$ cat config.mk
export PLATFORM = sky130hd
export DESIGN_NAME = recip_div
export DESIGN_NICKNAME = d
export VERILOG_FILES = /design/src/rtl/recip_div_pkg.sv /design/src/rtl/recip_div_digit.sv /design/src/rtl/recip_div_reduce.sv /design/src/rtl/recip_div_settle.sv /design/src/rtl/recip_div.sv
export SDC_FILE = /design/constraint.sdc
export NUM_CORES = 2
export LEC_CHECK = 0
export BUFFER_PORTS_ARGS = -buffer_cell sky130_fd_sc_hd__buf_4
export CORE_MARGIN = 4
export CORE_UTILIZATION = 55
export CTS_CLUSTER_SIZE = 24
export DETAILED_ROUTE_END_ITERATION = 16
export MAX_ROUTING_LAYER = met4
export PLACE_DENSITY_LB_ADDON = 0.12
export SLEW_MARGIN = 20
export SYNTH_ARGS = -nofsm -noshare
export SYNTH_HDL_FRONTEND = slang
export SYNTH_SLANG_ARGS = --single-unit
$ cat constraint.sdc
create_clock -name clk -period 15.1 [get_ports clk]
set_input_delay 1.51 -clock clk [delete_from_list [all_inputs] [get_ports clk]]
set_output_delay 1.51 -clock clk [all_outputs]
set_load 0.02 [all_outputs]
$ cat src/rtl/recip_div_pkg.sv
package recip_div_pkg;

    typedef enum logic [2:0] {
        ST_IDLE,
        ST_EST,
        ST_SUB,
        ST_FIX,
        ST_DONE
    } div_state_e;

    // Number of K-bit digit steps needed to cover the dividend beyond the divisor.
    function automatic int digit_steps(input int m_w, input int n_w, input int k);
        return (m_w - n_w + k - 1) / k;
    endfunction

endpackage

$ cat src/rtl/recip_div_digit.sv
// Digit estimator: top window of the working remainder times the reciprocal.
module recip_div_digit #(
    parameter int TW = 13,
    parameter int RW = 13,
    parameter int DW = 11
) (
    input  logic [TW-1:0] window,
    input  logic [RW-1:0] recip,
    output logic [DW-1:0] digit
);
    localparam int PW = TW + RW;

    logic [PW-1:0] prod;

    assign prod  = PW'(window) * PW'(recip);
    // Scale back by 2^(RW+2): both factors are floored, so the digit can only be low.
    assign digit = DW'(prod >> (RW + 2));

endmodule

$ cat src/rtl/recip_div_reduce.sv
// Subtract digit*divisor at the fixed alignment of the working remainder.
module recip_div_reduce #(
    parameter int N_W = 32,
    parameter int DW  = 11,
    parameter int RMW = 66,
    parameter int SH  = 24
) (
    input  logic [RMW-1:0] w_in,
    input  logic [DW-1:0]  digit,
    input  logic [N_W-1:0] divisor,
    output logic [RMW-1:0] w_out,
    output logic           borrow
);
    localparam int MW = DW + N_W;
    localparam int EW = (((MW + SH) > RMW) ? (MW + SH) : RMW) + 1;

    logic [MW-1:0] mult;
    logic [EW-1:0] sub_w;
    logic [EW-1:0] w_ext;
    logic [EW-1:0] diff;

    assign mult   = MW'(digit) * MW'(divisor);
    assign sub_w  = EW'(mult) << SH;
    assign w_ext  = EW'(w_in);
    assign diff   = w_ext - sub_w;
    assign borrow = sub_w > w_ext;
    assign w_out  = RMW'(diff);

endmodule

$ cat src/rtl/recip_div_settle.sv
// One correction step: compare partial remainder with divisor, subtract if not below.
module recip_div_settle #(
    parameter int N_W = 32,
    parameter int RFW = 34
) (
    input  logic [RFW-1:0] part,
    input  logic [N_W-1:0] divisor,
    output logic [RFW-1:0] part_next,
    output logic           ge
);
    logic [RFW-1:0] d_ext;

    assign d_ext     = RFW'(divisor);
    assign ge        = part >= d_ext;
    assign part_next = part - d_ext;

endmodule

$ cat src/rtl/recip_div.sv
module recip_div
    import recip_div_pkg::*;
#(
    parameter int M_W = 64,
    parameter int N_W = 32,
    parameter int K   = 8
) (
    input  logic               clk,
    input  logic               rst_n,
    input  logic               start,
    input  logic [M_W-1:0]     dividend,
    input  logic [N_W-1:0]     divisor,
    input  logic [K+4:0]       recip,
    output logic [M_W-N_W:0]   quotient,
    output logic [N_W-1:0]     remainder,
    output logic               done
);
    // Derived sizes
    localparam int L   = digit_steps(M_W, N_W, K);
    localparam int H   = 2;                 // headroom bits of the working remainder
    localparam int RW  = K + 5;             // reciprocal width
    localparam int TW  = K + 5;             // remainder window width
    localparam int DW  = TW - 2;            // digit width
    localparam int RMW = N_W + K * L + H;   // working remainder width
    localparam int SH  = K * (L - 1);       // fixed subtract alignment
    localparam int QOW = M_W - N_W + 1;
    localparam int RFW = N_W + H;           // settling remainder width
    localparam int STW = (L > 1) ? $clog2(L) : 1;
    localparam logic [STW-1:0] LAST_STEP = STW'(L - 1);

    div_state_e     state_q, state_d;
    logic [RMW-1:0] w_q;
    logic [QOW-1:0] acc_q;
    logic [N_W-1:0] c_q;
    logic [RW-1:0]  r_q;
    logic [DW-1:0]  dig_q;
    logic [STW-1:0] step_q;
    logic [RFW-1:0] rf_q;
    logic [1:0]     fix_q;
    logic [QOW-1:0] quo_q;
    logic [N_W-1:0] rem_q;

    logic [TW-1:0]  window;
    logic [DW-1:0]  est_dig;
    logic [RMW-1:0] red_w;
    logic           red_borrow;
    logic [RFW-1:0] rf_next;
    logic           rf_ge;
    logic           last_step;

    assign window    = TW'(w_q >> (RMW - TW));
    assign last_step = (step_q == LAST_STEP);

    recip_div_digit #(.TW(TW), .RW(RW), .DW(DW)) u_digit (
        .window (window),
        .recip  (r_q),
        .digit  (est_dig)
    );

    recip_div_reduce #(.N_W(N_W), .DW(DW), .RMW(RMW), .SH(SH)) u_reduce (
        .w_in    (w_q),
        .digit   (dig_q),
        .divisor (c_q),
        .w_out   (red_w),
        .borrow  (red_borrow)
    );

    recip_div_settle #(.N_W(N_W), .RFW(RFW)) u_settle (
        .part      (rf_q),
        .divisor   (c_q),
        .part_next (rf_next),
        .ge        (rf_ge)
    );

    // State register
    always_ff @(posedge clk or negedge rst_n) begin
        if (!rst_n) state_q <= ST_IDLE;
        else        state_q <= state_d;
    end

    // Transitions
    always_comb begin
        state_d = state_q;
        unique case (state_q)
            ST_IDLE: if (start) state_d = ST_EST;
            ST_EST:  state_d = ST_SUB;
            ST_SUB:  state_d = last_step ? ST_FIX : ST_EST;
            ST_FIX:  state_d = rf_ge ? ST_FIX : ST_DONE;
            ST_DONE: state_d = ST_IDLE;
            default: state_d = ST_IDLE;
        endcase
    end

    // Datapath registers
    always_ff @(posedge clk or negedge rst_n) begin
        if (!rst_n) begin
            w_q    <= '0;
            acc_q  <= '0;
            c_q    <= '0;
            r_q    <= '0;
            dig_q  <= '0;
            step_q <= '0;
            rf_q   <= '0;
            fix_q  <= '0;
            quo_q  <= '0;
            rem_q  <= '0;
        end else begin
            unique case (state_q)
                ST_IDLE: begin
                    if (start) begin
                        w_q    <= RMW'(dividend);
                        acc_q  <= '0;
                        c_q    <= divisor;
                        r_q    <= recip;
                        step_q <= '0;
                    end
                end
                ST_EST: begin
                    dig_q <= est_dig;
                end
                ST_SUB: begin
                    acc_q <= (acc_q << K) + QOW'(dig_q);
                    if (last_step) begin
                        rf_q  <= RFW'(red_w >> SH);
                        fix_q <= '0;
                    end else begin
                        w_q    <= red_w << K;
                        step_q <= step_q + 1'b1;
                    end
                end
                ST_FIX: begin
                    if (rf_ge) begin
                        rf_q  <= rf_next;
                        acc_q <= acc_q + 1'b1;
                        fix_q <= fix_q + 1'b1;
                    end else begin
                        quo_q <= acc_q;
                        rem_q <= N_W'(rf_q);
                    end
                end
                ST_DONE: begin
                end
                default: begin
                end
            endcase
        end
    end

    // Outputs
    always_comb begin
        done      = (state_q == ST_DONE);
        quotient  = quo_q;
        remainder = rem_q;
    end


    no_borrow_chk: assert property (@(posedge clk) disable iff (!rst_n)
        (state_q == ST_SUB) |-> !red_borrow);


    shift_loss_chk: assert property (@(posedge clk) disable iff (!rst_n)
        (state_q == ST_SUB && !last_step) |-> ((red_w >> (RMW - K)) == '0));


    fix_bound_chk: assert property (@(posedge clk) disable iff (!rst_n)
        (state_q == ST_FIX) |-> (fix_q <= 2'd2));


    done_pulse_chk: assert property (@(posedge clk) disable iff (!rst_n)
        done |=> !done);


    out_hold_chk: assert property (@(posedge clk) disable iff (!rst_n)
        !done |=> (done || ($stable(quotient) && $stable(remainder))));


    busy_hold_chk: assert property (@(posedge clk) disable iff (!rst_n)
        (state_q != ST_IDLE) |=> ($stable(c_q) && $stable(r_q)));


    rem_lt_chk: assert property (@(posedge clk) disable iff (!rst_n)
        done |-> (remainder < c_q));

endmodule

==> metrics.txt <==
worst path arrival time=roughly 8.6 ns; number of DRC violations after detailed-routing iteration 0=about 1600; share of the clock period used by the worst path=54.3%; cell type with the highest occurrence count on the critical path=sky130_fd_sc_hd__fa_1; final-layout setup total negative slack=0 ns; number of buffers between clock root and the deepest sink=3; WP data required=roughly 16 ns; multiplexer area fraction after synthesis=approximately 3.0%; starting density of the core=between 50% and 60%; drt pass-1 iters=6; combinational family with the most area after synthesis=adder cells; compound-cell area share of the yosys netlist=11.7%; FFs w/ async S/R, synth=100%; class of the worst hold path=reg2reg; DRC viols=0; vias per cell=between 5 and 6; Area contributors post-synth=sky130_fd_sc_hd__fa_1 (25%), sky130_fd_sc_hd__dfrtp_1 (23%), sky130_fd_sc_hd__ha_1 (8.2%); largest net degree at the start of global routing=between 100 and 150; fraction of the mapped netlist area in simple logic gates=roughly 17%; post-synthesis instance area=28700 sq um; startpoint class of the critical path=register; Sink Count=between 200 and 300; Die X=between 200 and 250 um; number of antenna diodes=0; H-tree depth=2; CTS tree=built; CTS Hold Buffers Added=0; type of destination of the critical path=register; top cell type's share of synthesized area=about a quarter; die height=between 200 and 250 um; register clock-pin slew on the reported worst setup and hold paths=around 0.060 ns; Avg WL per Cell=20.6 um; most frequent cells in the layout=sky130_fd_sc_hd__nand2_1 (590), sky130_fd_sc_hd__inv_1 (403), sky130_fd_sc_hd__fa_1 (359); total of endpoints with negative setup slack in the final report=0; most common cell after layout, fill and taps aside=sky130_fd_sc_hd__nand2_1; gate count of the mapped netlist=between 3000 and 4000; Maximum Capacitance Violations=0; setup clock skew after layout=just over 0.02 ns; overall track demand over capacity in global routing=30.7%; half-perimeter wire length of the detailed placement result=63400 um; Port Buffer Count=177; global placer's final weighted congestion=between 0.9 and 1; FILL cells=approximately 4500; antenna violations before repair=0; prevailing post-synth register cell=sky130_fd_sc_hd__dfrtp_1; remaining global-route overflow=0; Setup Crit Path Kind=reg2reg; layout cells sized above 1=under 10%; CP Max Fanout=29; row count=slightly above 80; Peak Freq=approximately 120 MHz; final core occ=between 60% and 70%; largest stage delay on the critical path=~0.62 ns; outcome=finished clean; total of cells resized after clock tree synthesis=0; adder-cell share of the synthesized area=about a third; instance count along the most critical hold path=1; Post-Synthesis Mean Instance Area=approximately 8.8 sq um; Die Footprint=around 56000 sq um; number of hold-slack violations in the final timing report=0; I/O pin count=about 180; Slew Limit Fails=0; slew at the pin with the worst max-slew slack=roughly 0.99 ns; worst-path cell with the longest stage delay=sky130_fd_sc_hd__fa_1; buffer cell driving the clock tree root=sky130_fd_sc_hd__clkbuf_16; clock latency on the worst-skew pair=approximately 0.56 ns; synthesized net count=roughly 3900; Synthesis Warnings=0; Synth area leader=sky130_fd_sc_hd__fa_1; Inserted Clock Buffers=34; first-pass GRT wire length=about 130000 um; via count of the first global-routing pass=between 20000 and 25000; Final min period=around 8 ns; worst-case headroom to the max-slew limit=34.1%; Netlist cell types=slightly below 80; setup repair after global routing missed its margin=false; number of buffers added for setup after CTS=0; synthesized-area fraction occupied by xor and xnor cells=~4.3%; number of routed nets with antenna violations=0; P&R area growth vs syn=9.84%; share of the yosys chip area belonging to registers=a little under a quarter; vias after detailed routing=23100; routed wire length=83100 um; logic depth of the worst register-to-register path=31; area of the core region=51500 sq um; Seq cells post-synth=~260; count of flip-flops with a built-in enable after synthesis=0; # nets final=between 3000 and 4000
layout make-up:
cell class	instances	area [sq um]	area share, %
clock buffers	50	1010	3.21
flip-flops and latches	259	6480	20.5
multi-input cells	2421	20000	63.5
repair buffers	206	1560	4.94
well taps	680	851	2.70
clock inverters	10	103	0.325
inverters	405	1520	4.82
worst max-delay path: cells and delay by family, from the launching register on:
kind	cells	cell delay, ns
and+or+nand+nor	6	1.19
DFF	1	0.38
adders and majority gates	7	3.42
buffers and inverters	4	0.54
AOI/OAI and AO/OA	11	1.99
xor gates and xnor gates	3	0.50
Yosys cell counts (all sizes together), types with 3 or more instances:
cell,instances
a221oi,4
or2,4
nand2b,11
ha,189
xor2,57
mux2i,11
o21bai,18
nand4,14
and2,199
nand2,593
a41oi,3
o22ai,3
a221o,4
a32oi,4
o41ai,4
inv,405
mux2,67
and4,4
fa,359
a32o,3
a22o,8
a211o,5
nor3,39
nor2,161
o211ai,10
nor4,7
buf,23
o21a,18
a21oi,149
or3,5
a21boi,4
clkbuf,155
a31oi,64
o31ai,11
a21o,28
a22oi,5
a2bb2oi,4
a211oi,10
o21ai,175
nor2b,13
xnor2,83
dfrtp,259
nand3,32
and3,13
cell families (layout without fill, tap and decap cells):
group	after synthesis	in the layout
adder cells (fa/ha/maj)	548	548
XOR/XNOR	140	140
AND/OR/NAND/NOR	1106	1106
buffers and inverters	583	671
multiplexers	78	78
flip-flops	259	259
AO/OA/AOI/OAI	549	549
per-stage QoR:
| step | cells | setup WS (ns) | hold slack, ns | cell area, sq um |
|---|---|---|---|---|
| after floorplan | 3263 | 7.63 | 0.447 | 28700 |
| after global placement | 3971 | 7.31 | 0.473 | 30400 |
| after detailed placement | 3971 | 7.07 | 0.479 | 30400 |
| after CTS | 4031 | 7.01 | 0.492 | 31600 |
| after global routing | 4031 | 6.54 | 0.507 | 31600 |
| final | 4031 | 6.91 | 0.487 | 31600 |
metal layers:
layer	wire length [um]	vias up	share of wire (%)	track usage, %
met2	37300	871	45	45.8
met5	0	-	0	-
met3	8190	110	9.9	9.10
li1	-	10600	-	-
met4	1420	0	1.7	5.71
met1	36200	11500	44	42.6
final timing paths:
check / from / end / slack [ns]
worst max-delay path: dig_q[5]$_DFFE_PN0P_ / rf_q[33]$_DFFE_PN0P_ / 6.91
worst min-delay path: quotient[14]$_DFFE_PN0P_ / quotient[14]$_DFFE_PN0P_ / 0.49
worst max register to register: dig_q[5]$_DFFE_PN0P_ / rf_q[33]$_DFFE_PN0P_ / 6.91
worst min register to register: quotient[14]$_DFFE_PN0P_ / quotient[14]$_DFFE_PN0P_ / 0.49
max in group asynchronous: rst_n / acc_q[9]$_DFFE_PN0P_ / 12.49
min in group asynchronous: rst_n / quotient[18]$_DFFE_PN0P_ / 1.07
sequential cells by signal, summed over array words and instances, names as in the netlist:
name and count:
rf_q 34, r_q 13, step_q 2, c_q 32, w_q 66, state_q 3
remainder 32, dig_q 11, quotient 33, acc_q 33
Power is left out: the tool's default activity adds up to more than one toggle a clock period on the data nets, which glitch-free logic cannot reach.
